$ cat config.mk
export PLATFORM = sky130hd
export DESIGN_NAME = psalu_top
export DESIGN_NICKNAME = d
export VERILOG_FILES = /design/src/rtl/psalu_pkg.sv /design/src/rtl/psalu_lanes.sv /design/src/rtl/psalu_unpack.sv /design/src/rtl/psalu_pack.sv /design/src/rtl/psalu_top.sv
export SDC_FILE = /design/constraint.sdc
export NUM_CORES = 2
export LEC_CHECK = 0
export ABC_AREA = 1
export CAP_MARGIN = 20
export CORE_AREA = 3 3 290 292
export CTS_CLUSTER_SIZE = 16
export DETAILED_ROUTE_END_ITERATION = 10
export DIE_AREA = 0 0 293 295
export HOLD_SLACK_MARGIN = 0.06
export MAX_ROUTING_LAYER = met4
export PLACE_DENSITY = 0.65
export SLEW_MARGIN = 40
export SYNTH_ARGS = -nofsm -noshare
export SYNTH_HDL_FRONTEND = slang
export SYNTH_SLANG_ARGS = --single-unit
export TNS_END_PERCENT = 1
$ cat constraint.sdc
create_clock -name clk -period 0.8 [get_ports clk]
set_clock_uncertainty 0.15 [all_clocks]
set_input_delay 0.24 -clock clk [delete_from_list [all_inputs] [get_ports clk]]
set_output_delay 0.24 -clock clk [all_outputs]
set_load 0.01 [all_outputs]
$ cat src/rtl/psalu_pkg.sv
package psalu_pkg;

    typedef enum logic [2:0] {
        OP_ADD   = 3'd0,
        OP_SUB   = 3'd1,
        OP_CMPEQ = 3'd2,
        OP_CMPGT = 3'd3,
        OP_UNPLO = 3'd4,
        OP_UNPHI = 3'd5,
        OP_PACK  = 3'd6,
        OP_RSVD  = 3'd7
    } op_e;

    localparam int OP_W = 3;
    localparam int SZ_W = 2;

endpackage

$ cat src/rtl/psalu_lanes.sv
module psalu_lanes #(
    parameter int DATA_W = 64,
    parameter int LANE_W = 8
) (
    input  logic [DATA_W-1:0] a,
    input  logic [DATA_W-1:0] b,
    input  logic              sub_en,
    input  logic              sat_en,
    input  logic              sgn_en,
    output logic [DATA_W-1:0] arith,
    output logic [DATA_W-1:0] eq_mask,
    output logic [DATA_W-1:0] gt_mask
);
    localparam int NLANE = DATA_W / LANE_W;

    for (genvar i = 0; i < NLANE; i++) begin : g_lane
        logic [LANE_W-1:0] ea, eb, res;
        logic [LANE_W:0]   uwide, swide;
        logic              sovf, eq_b, gt_b;

        assign ea = a[i*LANE_W +: LANE_W];
        assign eb = b[i*LANE_W +: LANE_W];

        always_comb begin
            if (sub_en) begin
                uwide = {1'b0, ea} - {1'b0, eb};
                swide = {ea[LANE_W-1], ea} - {eb[LANE_W-1], eb};
            end else begin
                uwide = {1'b0, ea} + {1'b0, eb};
                swide = {ea[LANE_W-1], ea} + {eb[LANE_W-1], eb};
            end
            sovf = swide[LANE_W] ^ swide[LANE_W-1];
            res  = uwide[LANE_W-1:0];
            if (sat_en) begin
                if (sgn_en) begin
                    if (sovf) begin
                        res = swide[LANE_W] ? {1'b1, {(LANE_W-1){1'b0}}}
                                            : {1'b0, {(LANE_W-1){1'b1}}};
                    end
                end else if (uwide[LANE_W]) begin
                    res = sub_en ? '0 : '1;
                end
            end
            eq_b = (ea == eb);
            if (sgn_en) gt_b = ($signed(ea) > $signed(eb));
            else        gt_b = (ea > eb);
        end

        assign arith[i*LANE_W +: LANE_W]   = res;
        assign eq_mask[i*LANE_W +: LANE_W] = {LANE_W{eq_b}};
        assign gt_mask[i*LANE_W +: LANE_W] = {LANE_W{gt_b}};
    end

endmodule

$ cat src/rtl/psalu_unpack.sv
module psalu_unpack #(
    parameter int DATA_W = 64,
    parameter int LANE_W = 8
) (
    input  logic [DATA_W-1:0] a,
    input  logic [DATA_W-1:0] b,
    input  logic              hi_en,
    output logic [DATA_W-1:0] res
);
    localparam int NLANE = DATA_W / LANE_W;
    localparam int HALF  = NLANE / 2;

    for (genvar k = 0; k < HALF; k++) begin : g_pair
        assign res[(2*k)*LANE_W +: LANE_W] =
            hi_en ? a[(HALF+k)*LANE_W +: LANE_W] : a[k*LANE_W +: LANE_W];
        assign res[(2*k+1)*LANE_W +: LANE_W] =
            hi_en ? b[(HALF+k)*LANE_W +: LANE_W] : b[k*LANE_W +: LANE_W];
    end

endmodule

$ cat src/rtl/psalu_pack.sv
module psalu_pack #(
    parameter int DATA_W = 64,
    parameter int SRC_W  = 16
) (
    input  logic [DATA_W-1:0] a,
    input  logic [DATA_W-1:0] b,
    input  logic              sgn_en,
    output logic [DATA_W-1:0] res
);
    localparam int NLANE = DATA_W / SRC_W;
    localparam int DST_W = SRC_W / 2;

    function automatic logic [DST_W-1:0] narrow(input logic [SRC_W-1:0] x,
                                                input logic sgn);
        logic [DST_W-1:0] y;
        if (sgn) begin
            // fits when all bits from the narrow sign bit upward agree
            if (x[SRC_W-1:DST_W-1] == '0 || x[SRC_W-1:DST_W-1] == '1)
                y = x[DST_W-1:0];
            else if (x[SRC_W-1])
                y = {1'b1, {(DST_W-1){1'b0}}};
            else
                y = {1'b0, {(DST_W-1){1'b1}}};
        end else begin
            if (x[SRC_W-1:DST_W] != '0) y = '1;
            else                        y = x[DST_W-1:0];
        end
        return y;
    endfunction

    for (genvar i = 0; i < NLANE; i++) begin : g_nar
        assign res[i*DST_W +: DST_W] =
            narrow(a[i*SRC_W +: SRC_W], sgn_en);
        assign res[(NLANE+i)*DST_W +: DST_W] =
            narrow(b[i*SRC_W +: SRC_W], sgn_en);
    end

endmodule

$ cat src/rtl/psalu_top.sv
module psalu_top
    import psalu_pkg::*;
#(
    parameter int DATA_W     = 64,
    parameter int MIN_LANE_W = 8,
    parameter int NUM_SIZES  = 3
) (
    input  logic              clk,
    input  logic              rst_n,
    input  logic              in_valid,
    input  logic [OP_W-1:0]   opcode,
    input  logic [SZ_W-1:0]   lane_sz,
    input  logic              sat_en,
    input  logic              signed_en,
    input  logic [DATA_W-1:0] src_a,
    input  logic [DATA_W-1:0] src_b,
    output logic              out_valid,
    output logic [DATA_W-1:0] result
);
    typedef struct packed {
        logic              vld;
        logic [DATA_W-1:0] res;
    } state_t;

    logic [DATA_W-1:0] arith_w [NUM_SIZES];
    logic [DATA_W-1:0] eq_w    [NUM_SIZES];
    logic [DATA_W-1:0] gt_w    [NUM_SIZES];
    logic [DATA_W-1:0] ulo_w   [NUM_SIZES];
    logic [DATA_W-1:0] uhi_w   [NUM_SIZES];
    logic [DATA_W-1:0] pk_w    [NUM_SIZES];
    logic              is_sub;

    assign is_sub = (opcode == OP_SUB);

    for (genvar g = 0; g < NUM_SIZES; g++) begin : g_size
        localparam int LW = MIN_LANE_W << g;

        psalu_lanes #(.DATA_W(DATA_W), .LANE_W(LW)) u_lanes (
            .a(src_a), .b(src_b), .sub_en(is_sub), .sat_en(sat_en),
            .sgn_en(signed_en), .arith(arith_w[g]), .eq_mask(eq_w[g]),
            .gt_mask(gt_w[g])
        );

        psalu_unpack #(.DATA_W(DATA_W), .LANE_W(LW)) u_unlo (
            .a(src_a), .b(src_b), .hi_en(1'b0), .res(ulo_w[g])
        );

        psalu_unpack #(.DATA_W(DATA_W), .LANE_W(LW)) u_unhi (
            .a(src_a), .b(src_b), .hi_en(1'b1), .res(uhi_w[g])
        );

        if (g == 0) begin : g_nopack
            assign pk_w[g] = '0;
        end else begin : g_pack
            psalu_pack #(.DATA_W(DATA_W), .SRC_W(LW)) u_pack (
                .a(src_a), .b(src_b), .sgn_en(signed_en), .res(pk_w[g])
            );
        end
    end

    state_t            st_d, st_q;
    logic              sel_ok;
    logic [DATA_W-1:0] p_arith, p_eq, p_gt, p_ulo, p_uhi, p_pk, calc;

    always_comb begin
        sel_ok  = 1'b0;
        p_arith = '0;
        p_eq    = '0;
        p_gt    = '0;
        p_ulo   = '0;
        p_uhi   = '0;
        p_pk    = '0;
        for (int g = 0; g < NUM_SIZES; g++) begin
            if (int'(lane_sz) == g) begin
                sel_ok  = 1'b1;
                p_arith = arith_w[g];
                p_eq    = eq_w[g];
                p_gt    = gt_w[g];
                p_ulo   = ulo_w[g];
                p_uhi   = uhi_w[g];
                p_pk    = pk_w[g];
            end
        end

        calc = '0;
        if (sel_ok) begin
            case (opcode)
                OP_ADD, OP_SUB: calc = p_arith;
                OP_CMPEQ:       calc = p_eq;
                OP_CMPGT:       calc = p_gt;
                OP_UNPLO:       calc = p_ulo;
                OP_UNPHI:       calc = p_uhi;
                OP_PACK:        calc = p_pk;
                default:        calc = '0;
            endcase
        end

        st_d.vld = in_valid;
        st_d.res = in_valid ? calc : st_q.res;
    end

    always_ff @(posedge clk or negedge rst_n) begin
        if (!rst_n) st_q <= '0;
        else        st_q <= st_d;
    end

    assign out_valid = st_q.vld;
    assign result    = st_q.res;

endmodule

* After elaboration in Yosys (flattened, before gate mapping) *
Cells that the tools add are included.

storage, ports and cells
  bits in registers = 65
  input bits = 138
  output and inout port bits = 65
  logic and storage cells = 358

operators by class
  $add $sub $neg = 56
  magnitude comparators = 28
  equal/unequal tests = 34
  muxes and demuxes = 185
  bitwise gates (word level) = 14
  reduce and logical (&&, ||, !) cells = 39

operator list
  operator                                number
  two-way mux 64 bit                      18
  two-way mux 16 bit                      37
  two-way mux 8 bit                       73
  case mux 64 bit (6 select lines)        1
  two-way mux 32 bit                      11
  adder 8 x 8 -> 9 bit                    16
  two-way mux 9 bit                       16
  subtractor 8 x 8 -> 9 bit               16
  adder 16 x 16 -> 17 bit                 8
  two-way mux 17 bit                      8
  subtractor 16 x 16 -> 17 bit            8
  adder 32 x 32 -> 33 bit                 4
  two-way mux 33 bit                      4
  subtractor 32 x 32 -> 33 bit            4
  greater-than comparator 16 bit          8
  greater-than comparator 32 bit          4
  greater-than comparator 8 bit           16
  == test 9 bit (second input constant)   8
  logical NOT 9 bit                       8
  == test 17 bit (second input constant)  4
  logical NOT 17 bit                      4
  == test 16 bit                          4
  == test 32 bit                          2
  == test 8 bit                           8
  12 further kinds                        66

* Logic depth before layout (Yosys ltp) *
  depth in word-level cells = 11
  gate-level depth with buffers = 37
  depth with buffers taken out = 33

* By module *
Synthesis repeated with hierarchy kept, for this count alone.

unflattened totals
  cells, all modules = 11690
  area total of the unflattened synthesis = 59559.6 um^2

modules (own cells, without submodules)
  module                                times used  cells an instance  area each (um^2)  seq. area each (um^2)
  psalu_lanes (g_size[2].u_lanes)       1           2455               13247.7           0.0
  psalu_lanes (g_size[1].u_lanes)       1           2311               12718.4           0.0
  psalu_top                             1           2729               12678.4           1626.6
  psalu_lanes (g_size[0].u_lanes)       1           2151               12126.6           0.0
  psalu_unpack                          6           206                844.6             0.0
  psalu_pack (g_size[2].g_pack.u_pack)  1           395                1903.1            0.0
  psalu_pack (g_size[1].g_pack.u_pack)  1           413                1818.0            0.0

* Worst setup path before layout *
OpenSTA, ideal clock, no wires.

  path kind = input -> register
  start = input opcode[2]
  end = register st_q, in the netlist result[10]
  library setup time = 117 ps
  data arrival time = 3836 ps
  data required time = 533 ps
  setup slack = -3303 ps
  cell stages on the path = 34
  path buffers = 6
  path through = nor2_4 nand2_8 buf_2 buf_2 buf_2 buf_2 buf_2 buf_2 nand2_1 xor2_1 inv_1 ha_1 a21oi_1 nand2_1 nand3_1 nand2_2 nand2_1 nand2_2 inv_1 nand2_1 nand2_2 inv_2 nand2_2 nand2_1 a21oi_1 nand2_1 nand2_1 nand2_1 nand2_1 nand2_1 nand2_1 nand2_1 nand2_1 nand2_1

between the ends
  longest elaborated chain between the ends = 11
  elaborated cells between the ends (all ways) = 40
  classes of those cells = 6 x eq/ne; 29 x mux; 3 x bitwise; 2 x reduce/logical

RTL lines
  what                                                           line                                  RTL
  start: declaration                                             psalu_top.sv:11                       input logic [OP_W-1:0] opcode,
  == test 3 x 1 -> 1 bit                                         psalu_top.sv:33, psalu_top.sv:87
  two-way mux 9 bit                                              psalu_lanes.sv:25                     if (sub_en) begin
  two-way mux 8 bit / bitwise XOR 1 bit (equally long branches)  psalu_lanes.sv:37, psalu_lanes.sv:32
  two-way mux 8 bit                                              psalu_lanes.sv:36                     if (sovf) begin
  two-way mux 8 bit                                              psalu_lanes.sv:35                     if (sgn_en) begin
  two-way mux 8 bit                                              psalu_lanes.sv:34                     if (sat_en) begin
  two-way mux 64 bit (3 in series)                               psalu_top.sv:74                       if (int'(lane_sz) == g) begin
  case mux 64 bit (6 select lines) *                             psalu_top.sv:87                       case (opcode)
  two-way mux 64 bit *                                           psalu_top.sv:86                       if (sel_ok) begin
  end signal: assignment                                         psalu_top.sv:104                      else st_q <= st_d;
  end: declaration                                               psalu_top.sv:61                       state_t st_d, st_q;

Mark *: on every way between the ends. The rest lies on a longest branch, timed or not.
A chain may end at the register's enable or synchronous reset.

* Worst setup path after layout *
  start = input src_b[38]
  end = register st_q, in the netlist result[33]

between the ends
  longest elaborated chain between the ends = 11
  elaborated cells between the ends (all ways) = 59
  classes of those cells = 12 x add/sub; 6 x order compare; 3 x eq/ne; 35 x mux; 3 x bitwise

RTL lines
  what                                                             line             RTL
  start: declaration                                               psalu_top.sv:16  input logic [DATA_W-1:0] src_b,
  branches (longest 9 deep; another with adder 32 x 32 -> 33 bit)  --
  case mux 64 bit (6 select lines) *                               psalu_top.sv:87
  two-way mux 64 bit *                                             psalu_top.sv:86

Every way passes the cells marked *.

==> impl_metrics.tcl <==
set metrics [dict create \
    area_delta_synth_final_pct 52.3 \
    ys_seq_area_share_pct 4.99 \
    clk_pin_slew_worst_paths_ps 70 \
    regToRegStartpoint "result[16]" \
    final-seq-area_mm2 0.00164 \
    grt_usage_pct 48.1 \
    r2r-end "result[16]" \
    ys_types 68 \
    ir_worst_vdd_mv 1.08 \
    die_area_mm2 0.0864 \
    chipWidth_um 293 \
    cts_buffer_depth 2 \
    cts_root_buf "clkbuf_16" \
    grtUsageMet1_pct 54.3 \
    vias_per_cell 5.70 \
    rr_worst_depth 3 \
    rsz0062_at_grt "true" \
    ys_ff_latch 65 \
    fp.dieH_um 295 \
    synthArstFlopShare_pct 100 \
    grt_max_degree 66 \
    multi_input_area_mm2 0.0283 \
    min_period_ps 4060 \
    num-fill-cells 8302 \
    fin_nets 8337 \
    required_ps 950 \
    timing.hold.ws_ps -257 \
    r2r_slack_ps -120 \
    grt_pass1_vias 48721 \
    p_leak_nw 27.2 \
    ys.flop_type "dfrtp_1" \
    cts-htree-levels 3 \
    startpoint "src_b[38]" \
    final_common_cell "nand2_1" \
    avgSynthCellArea_um2 5.20 \
    finalMaxSlewViolations 0 \
    cts_buffers 9 \
    hp-class "input port to asynchronous set/reset pin" \
    cp_data_arrival_time_ps 4200 \
    firstDrtPassIters 10 \
    synth_edf_count 0 \
    post-route-period-util_pct 507 \
    netlist_area_mm2 0.0326 \
    status "finished, violations left" \
    io_buffers 202 \
    hold_viol_final 65 \
    grt.busiest_layer "met2" \
    syn_inst 6261 \
    drc 0 \
    core_mm2 0.0818 \
    finalNonFillerCells 9006 \
    dp_cells 8957 \
    antenna_found_initial 7 \
    grtUsageMet2_pct 74.5 \
    setup_viol 129 \
    worst_slew_pin_slew_ps 729 \
    ant_nets 0 \
    crit_path_start_kind "input port" \
    cap_violations 0 \
    tns_ps -234290 \
    grt_pass1_wl_mm 304 \
    critPathMaxFanout 7 \
    crit_path_end "result[33]" \
    start_util_pct 39.8 \
    wire_per_inst_um 23.3 \
    globalRouteMet3Util_pct 9.89 \
    p_per_area_mw_per_mm2 1080 \
    max_freq_mhz 247 \
    drive_gt1_share_pct 27.7 \
    boundaryPins 203 \
    final_cell_mix "nand2_1 (2160), buf_4 (1645), inv_1 (600), a21oi_1 (477), nor2_1 (434)" \
    routabilityCongestion 1.13 \
    wl_mm 210 \
    via_count 51343 \
    fin_ws_ps -3260 \
    grt-ovfl-total 0 \
    worstSetupPathType "input port to flip-flop" \
    cts_tree "built" \
    first_iter_violations 5762 \
    fp-row-count 105 \
    fin_total_pwr_mw 53.8 \
    utilization_pct 60.6 \
    insertion_delay_ps 350 \
    end_kind "flip-flop" \
    synth_nets 6678 \
    violations "negative hold slack, negative setup slack" \
    dp_hpwl_mm 177 \
    numClockSinks 65 \
    maxSlewHeadroom_pct 51.4 \
    ys_warn_count 0 \
]
registers in the layout, summed over array words and instances, names as in the netlist:
register	cells
result	64
out_valid	1
layout make-up:
cell class,instances,area share [%]
Antenna cell,11,0.0555
Timing Repair Buffer,1915,31.1
Inverter,675,5.17
Multi-Input combinational cell,5254,57.1
Clock inverter,7,0.156
Tap cell,1070,2.70
Clock buffer,9,0.454
Sequential cell,65,3.31
synth_stat cells, types with 18 or more instances:
cell | n | share of area (%)
inv_1 | 625 | 7.2
dfrtp_1 | 65 | 5.0
nand3b_1 | 20 | 0.46
o31ai_1 | 21 | 0.48
xor2_1 | 195 | 5.2
nor4_1 | 26 | 0.50
a21o_1 | 24 | 0.55
buf_4 | 26 | 0.60
nor3_1 | 89 | 1.4
ha_1 | 264 | 10
nand2_1 | 2262 | 26
nand4_1 | 67 | 1.3
a21oi_1 | 506 | 7.8
o21ai_1 | 51 | 0.78
buf_1 | 27 | 0.31
buf_2 | 84 | 1.3
clkbuf_1 | 114 | 1.3
inv_2 | 33 | 0.38
nand3_1 | 425 | 6.5
o21ai_0 | 455 | 7.0
a31oi_1 | 23 | 0.44
o22ai_1 | 52 | 1.0
nor2_1 | 469 | 5.4
o211ai_1 | 37 | 0.85
nand2_2 | 18 | 0.35
a22oi_1 | 38 | 0.88
how the worst min path moves through the flow:
stage,startpoint,endpoint,cells past startpoint
final,rst_n,result[2],2
after global routing,rst_n,result[10],2
after CTS,rst_n,result[12],2
after detailed placement,rst_n,result[14],2
after global placement,rst_n,result[14],2
after floorplan,rst_n,out_valid,0
metrics by stage:
stage / cell area [um^2] / hold WS, ps / setup slack [ps]
3_5_place_dp: 48100 / 108 / -4470
2_1_floorplan: 32800 / -206 / -3010
6_report: 49600 / -257 / -3260
3_3_place_gp: 48100 / 111 / -4440
4_1_cts: 48800 / -270 / -3350
5_1_grt: 49600 / -257 / -3490
power by group:
group	leakage, nW	switching, mW	internal [mW]
clock	0.146	1.86	2.44
combinational	26.2	26.5	18.6
sequential	0.827	0.584	3.78
metal layers:
| layer | wire [um] | share of wire, % |
|---|---|---|
| met3 | 21900 | 10 |
| met5 | 0 | 0 |
| met1 | 76400 | 36 |
| met4 | 20900 | 10 |
| met2 | 91000 | 43 |
kinds of logic (layout without fill, tap and decap cells):
logic type | after synthesis | after routing | synth area share (%)
adder cells (fa/ha/maj) | 279 | 279 | 11.1
multiplexers | 3 | 3 | 0.0961
other | 0 | 11 | 0
XOR/XNOR | 207 | 207 | 5.61
flip-flops | 65 | 65 | 4.99
AND/OR/NAND/NOR | 3436 | 3436 | 43.5
AO/OA/AOI/OAI | 1329 | 1329 | 22.9
buffers and inverters | 942 | 2606 | 11.8
repair_timing:
action,CTS,global route
gates resized for setup,457,221
setup buffers,14,9
endpoints found under the hold margin,65,65
pin swaps,39,89
gates cloned,0,0
setup endpoints to repair,129,129
critical path, cell delays in order:
cell,delay (ps)
clkdlybuf4s50_1,500
buf_4,240
inv_1,90
buf_4,190
ha_1,340
nand2_1,120
nor2_1,170
nand2_1,80
nand2_1,260
buf_4,220
o21ai_0,80
o22ai_1,550
nand3_1,150
nand2_1,100
nand4_1,240
buf_4,250
nand2_1,100
inv_1,80
nand2_1,60
nand2_1,40
nand2_1,60
Note: power is estimated with default switching activity, not from simulation.
